==> src/rtl/hcint_pkg.sv <==
package hcint_pkg;
    localparam int DATA_W     = 32;
    localparam int NSRC       = 8;
    localparam int LOW_SRC    = 7;
    localparam int OWN_BIT    = 30;
    localparam int MASTER_BIT = 31;

    localparam logic [DATA_W-1:0] SRC_BITS  = 32'h4000_007F;
    localparam logic [DATA_W-1:0] MASK_BITS = 32'hC000_007F;

    typedef enum logic [1:0] {
        SEL_NONE,
        SEL_STAT,
        SEL_EN,
        SEL_DIS
    } reg_sel_e;

    function automatic logic [DATA_W-1:0] place_events(input logic [NSRC-1:0] e);
        logic [DATA_W-1:0] r;
        r = '0;
        r[LOW_SRC-1:0] = e[LOW_SRC-1:0];
        r[OWN_BIT]     = e[NSRC-1];
        return r;
    endfunction
endpackage

==> src/rtl/hcint_status.sv <==
module hcint_status
    import hcint_pkg::*;
(
    input  logic              clk,
    input  logic              rst_n,
    input  logic [DATA_W-1:0] set_bits,
    input  logic [DATA_W-1:0] clr_bits,
    output logic [DATA_W-1:0] stat_o
);
    typedef struct packed {
        logic [DATA_W-1:0] stat;
    } st_t;

    st_t st_d, st_q;

    always_comb begin
        st_d = st_q;
        for (int b = 0; b < DATA_W; b++) begin
            if (SRC_BITS[b]) begin
                if (set_bits[b])
                    st_d.stat[b] = 1'b1;
                else if (clr_bits[b])
                    st_d.stat[b] = 1'b0;
            end else begin
                st_d.stat[b] = 1'b0;
            end
        end
    end

    always_ff @(posedge clk) begin
        if (!rst_n)
            st_q <= '0;
        else
            st_q <= st_d;
    end

    assign stat_o = st_q.stat;


    evt_sets_chk: assert property (@(posedge clk) disable iff (!rst_n)
        (|(set_bits & SRC_BITS)) |=> ((st_q.stat & $past(set_bits & SRC_BITS)) == $past(set_bits & SRC_BITS)));


    fall_needs_clr_chk: assert property (@(posedge clk) disable iff (!rst_n)
        $past(rst_n) |-> (($past(st_q.stat) & ~st_q.stat & ~$past(clr_bits)) == '0));
endmodule

==> src/rtl/hcint_mask.sv <==
module hcint_mask
    import hcint_pkg::*;
(
    input  logic              clk,
    input  logic              rst_n,
    input  logic [DATA_W-1:0] set_bits,
    input  logic [DATA_W-1:0] clr_bits,
    output logic [DATA_W-1:0] mask_o
);
    typedef struct packed {
        logic [DATA_W-1:0] mask;
    } mk_t;

    mk_t mk_d, mk_q;

    always_comb begin
        mk_d = mk_q;
        mk_d.mask = (mk_q.mask | (set_bits & MASK_BITS)) & ~(clr_bits & MASK_BITS);
        mk_d.mask = mk_d.mask & MASK_BITS;
    end

    always_ff @(posedge clk) begin
        if (!rst_n)
            mk_q <= '0;
        else
            mk_q <= mk_d;
    end

    assign mask_o = mk_q.mask;


    en_sets_chk: assert property (@(posedge clk) disable iff (!rst_n)
        ((|set_bits) && !(|clr_bits)) |=> ((mk_q.mask & $past(set_bits & MASK_BITS)) == $past(set_bits & MASK_BITS)));


    dis_clears_chk: assert property (@(posedge clk) disable iff (!rst_n)
        (|clr_bits) |=> ((mk_q.mask & $past(clr_bits)) == '0));
endmodule

==> src/rtl/hcint_regport.sv <==
module hcint_regport
    import hcint_pkg::*;
#(
    parameter int ADDR_W   = 4,
    parameter int STAT_OFS = 3
) (
    input  logic              clk,
    input  logic              rst_n,
    input  logic              sel,
    input  logic              wr,
    input  logic [ADDR_W-1:0] addr,
    input  logic [DATA_W-1:0] wdata,
    input  logic [DATA_W-1:0] stat,
    input  logic [DATA_W-1:0] mask,
    output logic [DATA_W-1:0] stat_clr,
    output logic [DATA_W-1:0] mask_set,
    output logic [DATA_W-1:0] mask_clr,
    output logic [DATA_W-1:0] rdata
);
    localparam logic [ADDR_W-1:0] OFS_STAT = ADDR_W'(STAT_OFS);
    localparam logic [ADDR_W-1:0] OFS_EN   = ADDR_W'(STAT_OFS + 1);
    localparam logic [ADDR_W-1:0] OFS_DIS  = ADDR_W'(STAT_OFS + 2);

    reg_sel_e which;

    always_comb begin
        which = SEL_NONE;
        if (sel) begin
            if (addr == OFS_STAT)     which = SEL_STAT;
            else if (addr == OFS_EN)  which = SEL_EN;
            else if (addr == OFS_DIS) which = SEL_DIS;
        end
    end

    always_comb begin
        stat_clr = '0;
        mask_set = '0;
        mask_clr = '0;
        rdata    = '0;
        if (wr) begin
            case (which)
                SEL_STAT: stat_clr = wdata & SRC_BITS;
                SEL_EN:   mask_set = wdata & MASK_BITS;
                SEL_DIS:  mask_clr = wdata & MASK_BITS;
                default:  ;
            endcase
        end else begin
            case (which)
                SEL_STAT: rdata = stat & SRC_BITS;
                SEL_EN,
                SEL_DIS:  rdata = mask & MASK_BITS;
                default:  rdata = '0;
            endcase
        end
    end


    one_strobe_chk: assert property (@(posedge clk) disable iff (!rst_n)
        $onehot0({|stat_clr, |mask_set, |mask_clr}));


    idle_read_zero_chk: assert property (@(posedge clk) disable iff (!rst_n)
        !sel |-> (rdata == '0));
endmodule

==> src/rtl/hcint_irq_gen.sv <==
module hcint_irq_gen
    import hcint_pkg::*;
(
    input  logic [DATA_W-1:0] stat,
    input  logic [DATA_W-1:0] mask,
    output logic              irq
);
    logic [DATA_W-2:0] hits;

    always_comb begin
        hits = stat[DATA_W-2:0] & mask[DATA_W-2:0];
        irq  = mask[MASTER_BIT] & (|hits);
    end
endmodule

==> src/rtl/hc_irq_regs.sv <==
module hc_irq_regs
    import hcint_pkg::*;
#(
    parameter int ADDR_W   = 4,
    parameter int STAT_OFS = 3
) (
    input  logic              clk,
    input  logic              rst_n,
    input  logic [NSRC-1:0]   evt_i,
    input  logic              reg_sel,
    input  logic              reg_wr,
    input  logic [ADDR_W-1:0] reg_addr,
    input  logic [DATA_W-1:0] reg_wdata,
    output logic [DATA_W-1:0] reg_rdata,
    output logic              irq_o
);
    logic [DATA_W-1:0] evt_bits;
    logic [DATA_W-1:0] stat_w, mask_w;
    logic [DATA_W-1:0] stat_clr_w, mask_set_w, mask_clr_w;

    assign evt_bits = place_events(evt_i);

    hcint_status u_status (
        .clk      (clk),
        .rst_n    (rst_n),
        .set_bits (evt_bits),
        .clr_bits (stat_clr_w),
        .stat_o   (stat_w)
    );

    hcint_mask u_mask (
        .clk      (clk),
        .rst_n    (rst_n),
        .set_bits (mask_set_w),
        .clr_bits (mask_clr_w),
        .mask_o   (mask_w)
    );

    hcint_regport #(.ADDR_W(ADDR_W), .STAT_OFS(STAT_OFS)) u_port (
        .clk      (clk),
        .rst_n    (rst_n),
        .sel      (reg_sel),
        .wr       (reg_wr),
        .addr     (reg_addr),
        .wdata    (reg_wdata),
        .stat     (stat_w),
        .mask     (mask_w),
        .stat_clr (stat_clr_w),
        .mask_set (mask_set_w),
        .mask_clr (mask_clr_w),
        .rdata    (reg_rdata)
    );

    hcint_irq_gen u_irq (
        .stat (stat_w),
        .mask (mask_w),
        .irq  (irq_o)
    );


    master_gate_chk: assert property (@(posedge clk) disable iff (!rst_n)
        !mask_w[MASTER_BIT] |-> !irq_o);


    evt_wins_chk: assert property (@(posedge clk) disable iff (!rst_n)
        (|(evt_bits & stat_clr_w)) |=> ((stat_w & $past(evt_bits & stat_clr_w)) == $past(evt_bits & stat_clr_w)));
endmodule

==> config.mk <==
export PLATFORM = sky130hd
export DESIGN_NAME = hc_irq_regs
export DESIGN_NICKNAME = d
export VERILOG_FILES = /design/src/rtl/hcint_pkg.sv /design/src/rtl/hcint_status.sv /design/src/rtl/hcint_mask.sv /design/src/rtl/hcint_regport.sv /design/src/rtl/hcint_irq_gen.sv /design/src/rtl/hc_irq_regs.sv
export SDC_FILE = /design/constraint.sdc
export NUM_CORES = 1
export LEC_CHECK = 0
export BUFFER_PORTS_ARGS = -buffer_cell sky130_fd_sc_hd__buf_2
export CAP_MARGIN = 20
export CORE_ASPECT_RATIO = 1.2
export CORE_UTILIZATION = 41
export DETAILED_ROUTE_END_ITERATION = 6
export GPL_TIMING_DRIVEN = 0
export PLACE_DENSITY = 0.8
export SLEW_MARGIN = 20
export SYNTH_ARGS = -nofsm -noshare
export SYNTH_HDL_FRONTEND = slang
export SYNTH_SLANG_ARGS = --single-unit
==> constraint.sdc <==
create_clock -name clk -period 2.1 [get_ports clk]
set_clock_uncertainty 0.2 [all_clocks]
set_input_delay 0.63 -clock clk [delete_from_list [all_inputs] [get_ports clk]]
set_output_delay 0.63 -clock clk [all_outputs]
set_load 0.1 [all_outputs]
==> metrics.txt <==
# TYPE chip_impl_metric gauge
chip_impl_metric{name="switching_share",unit="%"} 43.3
chip_impl_metric{name="ir_drop",unit="mV"} 0.338
chip_impl_metric{name="worst_slack",unit="ps"} -380
chip_impl_metric{name="vias_per_cell",unit=""} 5.12
chip_impl_metric{name="final_net_count",unit=""} 240
chip_impl_metric{name="fp.dieH",unit="um"} 60.6
chip_impl_metric{name="cts.sinks",unit=""} 17
chip_impl_metric{name="grt.total_usage",unit="%"} 21.8
chip_impl_metric{name="number_of_remaining_drc_errors",unit=""} 0
chip_impl_metric{name="timing.final.hold_violations",unit=""} 0
chip_impl_metric{name="number_of_antenna_violations_at_the_first_check_in_global_routing",unit=""} 0
chip_impl_metric{name="syn_avg_cell_area",unit="um2"} 9.02
chip_impl_metric{name="grt_overflow_total",unit=""} 0
chip_impl_metric{name="crit_path_max_incr_delay",unit="ps"} 330
chip_impl_metric{name="grt_pass1_wl",unit="mm"} 4.99
chip_impl_metric{name="wl",unit="mm"} 3.31
chip_impl_metric{name="final-setup-viol-count",unit=""} 9
chip_impl_info{name="netlist.top_cell.by_area",value="sky130_fd_sc_hd__dfxtp_1"} 1
chip_impl_metric{name="max_slew.worst_pin.slew",unit="ps"} 504
chip_impl_metric{name="ys_seq_elements",unit=""} 17
chip_impl_metric{name="p_leak",unit="nW"} 0.843
chip_impl_metric{name="p_seq_share",unit="%"} 40.2
chip_impl_metric{name="gate_count_post_synth",unit=""} 130
chip_impl_info{name="violations",value="negative setup slack"} 1
chip_impl_metric{name="maxCapViolations",unit=""} 0
chip_impl_metric{name="grt_pass1_vias",unit=""} 1078
chip_impl_info{name="timing.critical_path.cells",value="buf_6, and4bb_2, buf_6, nor3b_4, buf_12"} 1
chip_impl_metric{name="synth_warnings",unit=""} 0
chip_impl_info{name="final_common_cell",value="sky130_fd_sc_hd__buf_4"} 1
chip_impl_metric{name="area_delta_synth_final",unit="%"} 53.6
chip_impl_metric{name="die-area",unit="mm2"} 0.00308
chip_impl_metric{name="fin_cells",unit=""} 224
chip_impl_metric{name="total_switching_power",unit="uW"} 375
chip_impl_metric{name="synth_cell_types",unit=""} 24
chip_impl_metric{name="post_route_cells_drive_above_1_share",unit="%"} 53.4
chip_impl_metric{name="numPortBuffers",unit=""} 33
chip_impl_metric{name="worst_ep_required_time",unit="ps"} 1270
chip_impl_info{name="critical_path.slowest_cell",value="sky130_fd_sc_hd__and4bb_2"} 1
chip_impl_metric{name="slew_headroom",unit="%"} 66.4
chip_impl_metric{name="yosysSeqAreaShare",unit="%"} 29.0
chip_impl_metric{name="dr_total_vias",unit=""} 1146
chip_impl_metric{name="cts_clk_pin_slew_worst_paths",unit="ps"} 100
chip_impl_metric{name="crit_arrival",unit="ps"} 1650
chip_impl_metric{name="slew_viol_final",unit=""} 0
chip_impl_metric{name="fin_util",unit="%"} 68.5
chip_impl_metric{name="numCtsBuffers",unit=""} 3
chip_impl_metric{name="rows",unit=""} 20
chip_impl_metric{name="power-per-cell-area",unit="mW/mm2"} 481
chip_impl_info{name="critical_path_endpoint_category",value="primary output"} 1
chip_impl_metric{name="total_neg_setup_slack",unit="ps"} -3110
chip_impl_info{name="yosys-top-cells-area",value="sky130_fd_sc_hd__dfxtp_1, sky130_fd_sc_hd__buf_4, sky130_fd_sc_hd__a41oi_2"} 1
chip_impl_metric{name="cts_hold_repair.buffers",unit=""} 0
chip_impl_metric{name="fillers",unit=""} 195
chip_impl_info{name="rsz0062_at_grt",value="yes"} 1
chip_impl_metric{name="grt_max_degree",unit=""} 11
chip_impl_metric{name="period_minus_slack",unit="ps"} 2480
chip_impl_metric{name="dpl.cell_count",unit=""} 218
chip_impl_info{name="worstSetupPathType",value="input port to primary output"} 1
chip_impl_metric{name="drt_pre_antenna_iters",unit=""} 4
chip_impl_metric{name="detailed_place_hpwl",unit="mm"} 2.23
chip_impl_metric{name="core_area",unit="mm2"} 0.00263
chip_impl_metric{name="ant_nets",unit=""} 0
chip_impl_metric{name="fin_crit_sh",unit="%"} 118
chip_impl_info{name="root_buffer",value="sky130_fd_sc_hd__clkbuf_4"} 1
chip_impl_info{name="path_delay_family",value="simple AND/OR/NAND/NOR gates"} 1
chip_impl_metric{name="path_buf_inv",unit=""} 3
chip_impl_info{name="outcome",value="finished with violations"} 1
chip_impl_metric{name="p_clk_share",unit="%"} 20.9
chip_impl_info{name="min_path_type",value="register to register"} 1
chip_impl_metric{name="io-pin-count",unit=""} 81
chip_impl_metric{name="p_int",unit="uW"} 491
chip_impl_info{name="clock_tree_from_tritoncts",value="yes"} 1
chip_impl_metric{name="gp_congestion",unit=""} 0.757
chip_impl_metric{name="synth_area",unit="mm2"} 0.00117
chip_impl_metric{name="clk_latency_worst_skew_pair",unit="ps"} 290
chip_impl_metric{name="synthDominantCellAreaShare",unit="%"} 29.0
chip_impl_metric{name="number_of_drc_violations_after_detailed_routing_iteration_0",unit=""} 29
chip_impl_metric{name="cts_buffer_depth",unit=""} 2
chip_impl_metric{name="die_x",unit="um"} 50.8
chip_impl_metric{name="cp_max_fo",unit=""} 6
chip_impl_metric{name="cts_max_level",unit=""} 1
chip_impl_info{name="most-common-layout-cells",value="sky130_fd_sc_hd__buf_4, sky130_fd_sc_hd__conb_1, sky130_fd_sc_hd__buf_2, sky130_fd_sc_hd__dfxtp_1"} 1
chip_impl_metric{name="p_comb_share",unit="%"} 38.9
chip_impl_metric{name="floorplan.initialDensity",unit="%"} 44.6
chip_impl_info{name="timing.critical_path.mode_cell",value="sky130_fd_sc_hd__buf_6"} 1
chip_impl_info{name="startpoint_type",value="input port"} 1
chip_impl_metric{name="num_antenna_cells",unit=""} 0
chip_impl_metric{name="fmax",unit="MHz"} 403
chip_impl_metric{name="routed_wire_length_per_instance",unit="um"} 14.8
-- timing repair --
item | CTS | global route
pin swaps | 1 | 1
endpoints found under the setup margin | 10 | 10
setup buffers | 2 | 0
resized for setup | 45 | 12
gates cloned | 1 | 0
-- worst min-delay path, cell delays in order (launching register included) --
cell and delay, ps:
sky130_fd_sc_hd__dfxtp_2 350, sky130_fd_sc_hd__nand2_1 60, sky130_fd_sc_hd__mux2i_1 60
-- registers in the layout (all words and copies together), names as in the netlist --
signal / cells
u_status.stat_o: 8
u_mask.mask_o: 9
-- power groups by stage --
stage | Clock, mW | Combinational [mW] | Sequential [mW]
after detailed placement | 0 | 0.322 | 0.351
after floorplan | 0 | 0.279 | 0.348
after global routing | 0.191 | 0.349 | 0.350
after global placement | 0 | 0.316 | 0.351
after CTS | 0.174 | 0.330 | 0.346
final | 0.181 | 0.337 | 0.349
-- routing by layer --
layer	GRT usage (%)	wire [um]
met1	24.2	1270
met2	43.6	1840
met3	2.51	180
met4	5.95	14
met5	0	0
-- stage by stage --
stage               worst slack (ps)  power (mW)  instance area (um2)  hold slack (ps)
finish                          -380       0.866                 1800              297
global route                    -383       0.890                 1800              317
CTS                             -337       0.850                 1770              292
detailed placement              -640       0.673                 1560              267
global placement                -619       0.667                 1560              246
floorplan                       -702       0.627                 1350              238
-- worst paths after layout --
path | startpoint | to | slack [ps] | depth (start not counted)
max | reg_addr[3] | reg_rdata[31] | -380 | 5
min | u_mask.mask_o[0]$_SDFF_PN0_ | u_mask.mask_o[0]$_SDFF_PN0_ | 300 | 2
max reg2reg | u_status.stat_o[5]$_SDFFE_PN0P_ | u_status.stat_o[5]$_SDFFE_PN0P_ | 1120 | 2
min reg2reg | u_mask.mask_o[0]$_SDFF_PN0_ | u_mask.mask_o[0]$_SDFF_PN0_ | 300 | 2
-- synth_stat cells, drive strengths merged --
cell type  number
buf            30
dfxtp          17
a41oi           9
inv             9
mux2i           9
nand2           9
nand3           9
a32oi           8
nor2            8
o21ai           8
a22oi           4
clkbuf          3
and2            1
and2b           1
and3b           1
and4bb          1
conb            1
nand2b          1
nor3b           1
-- area by class of cell --
| class | instances | area [um2] | area share (%) |
|---|---|---|---|
| multi-input cells | 93 | 761 | 42.3 |
| flip-flops and latches | 17 | 345 | 19.2 |
| repair buffers | 36 | 342 | 19.0 |
| plain buffers | 32 | 251 | 14.0 |
| well taps | 33 | 41.3 | 2.29 |
| inverters | 9 | 33.8 | 1.88 |
| clock buffers | 4 | 26.3 | 1.46 |
-- kinds of logic after synthesis --
family                 after synthesis  synth area share, %
other                                1                0.320
AND/OR/NAND/NOR                     32                 14.1
multiplexers                         9                 7.68
flip-flops                          17                 29.0
AO/OA/AOI/OAI                       29                 23.8
buffers and inverters               42                 25.1
Power figures use the tool's default switching activity.
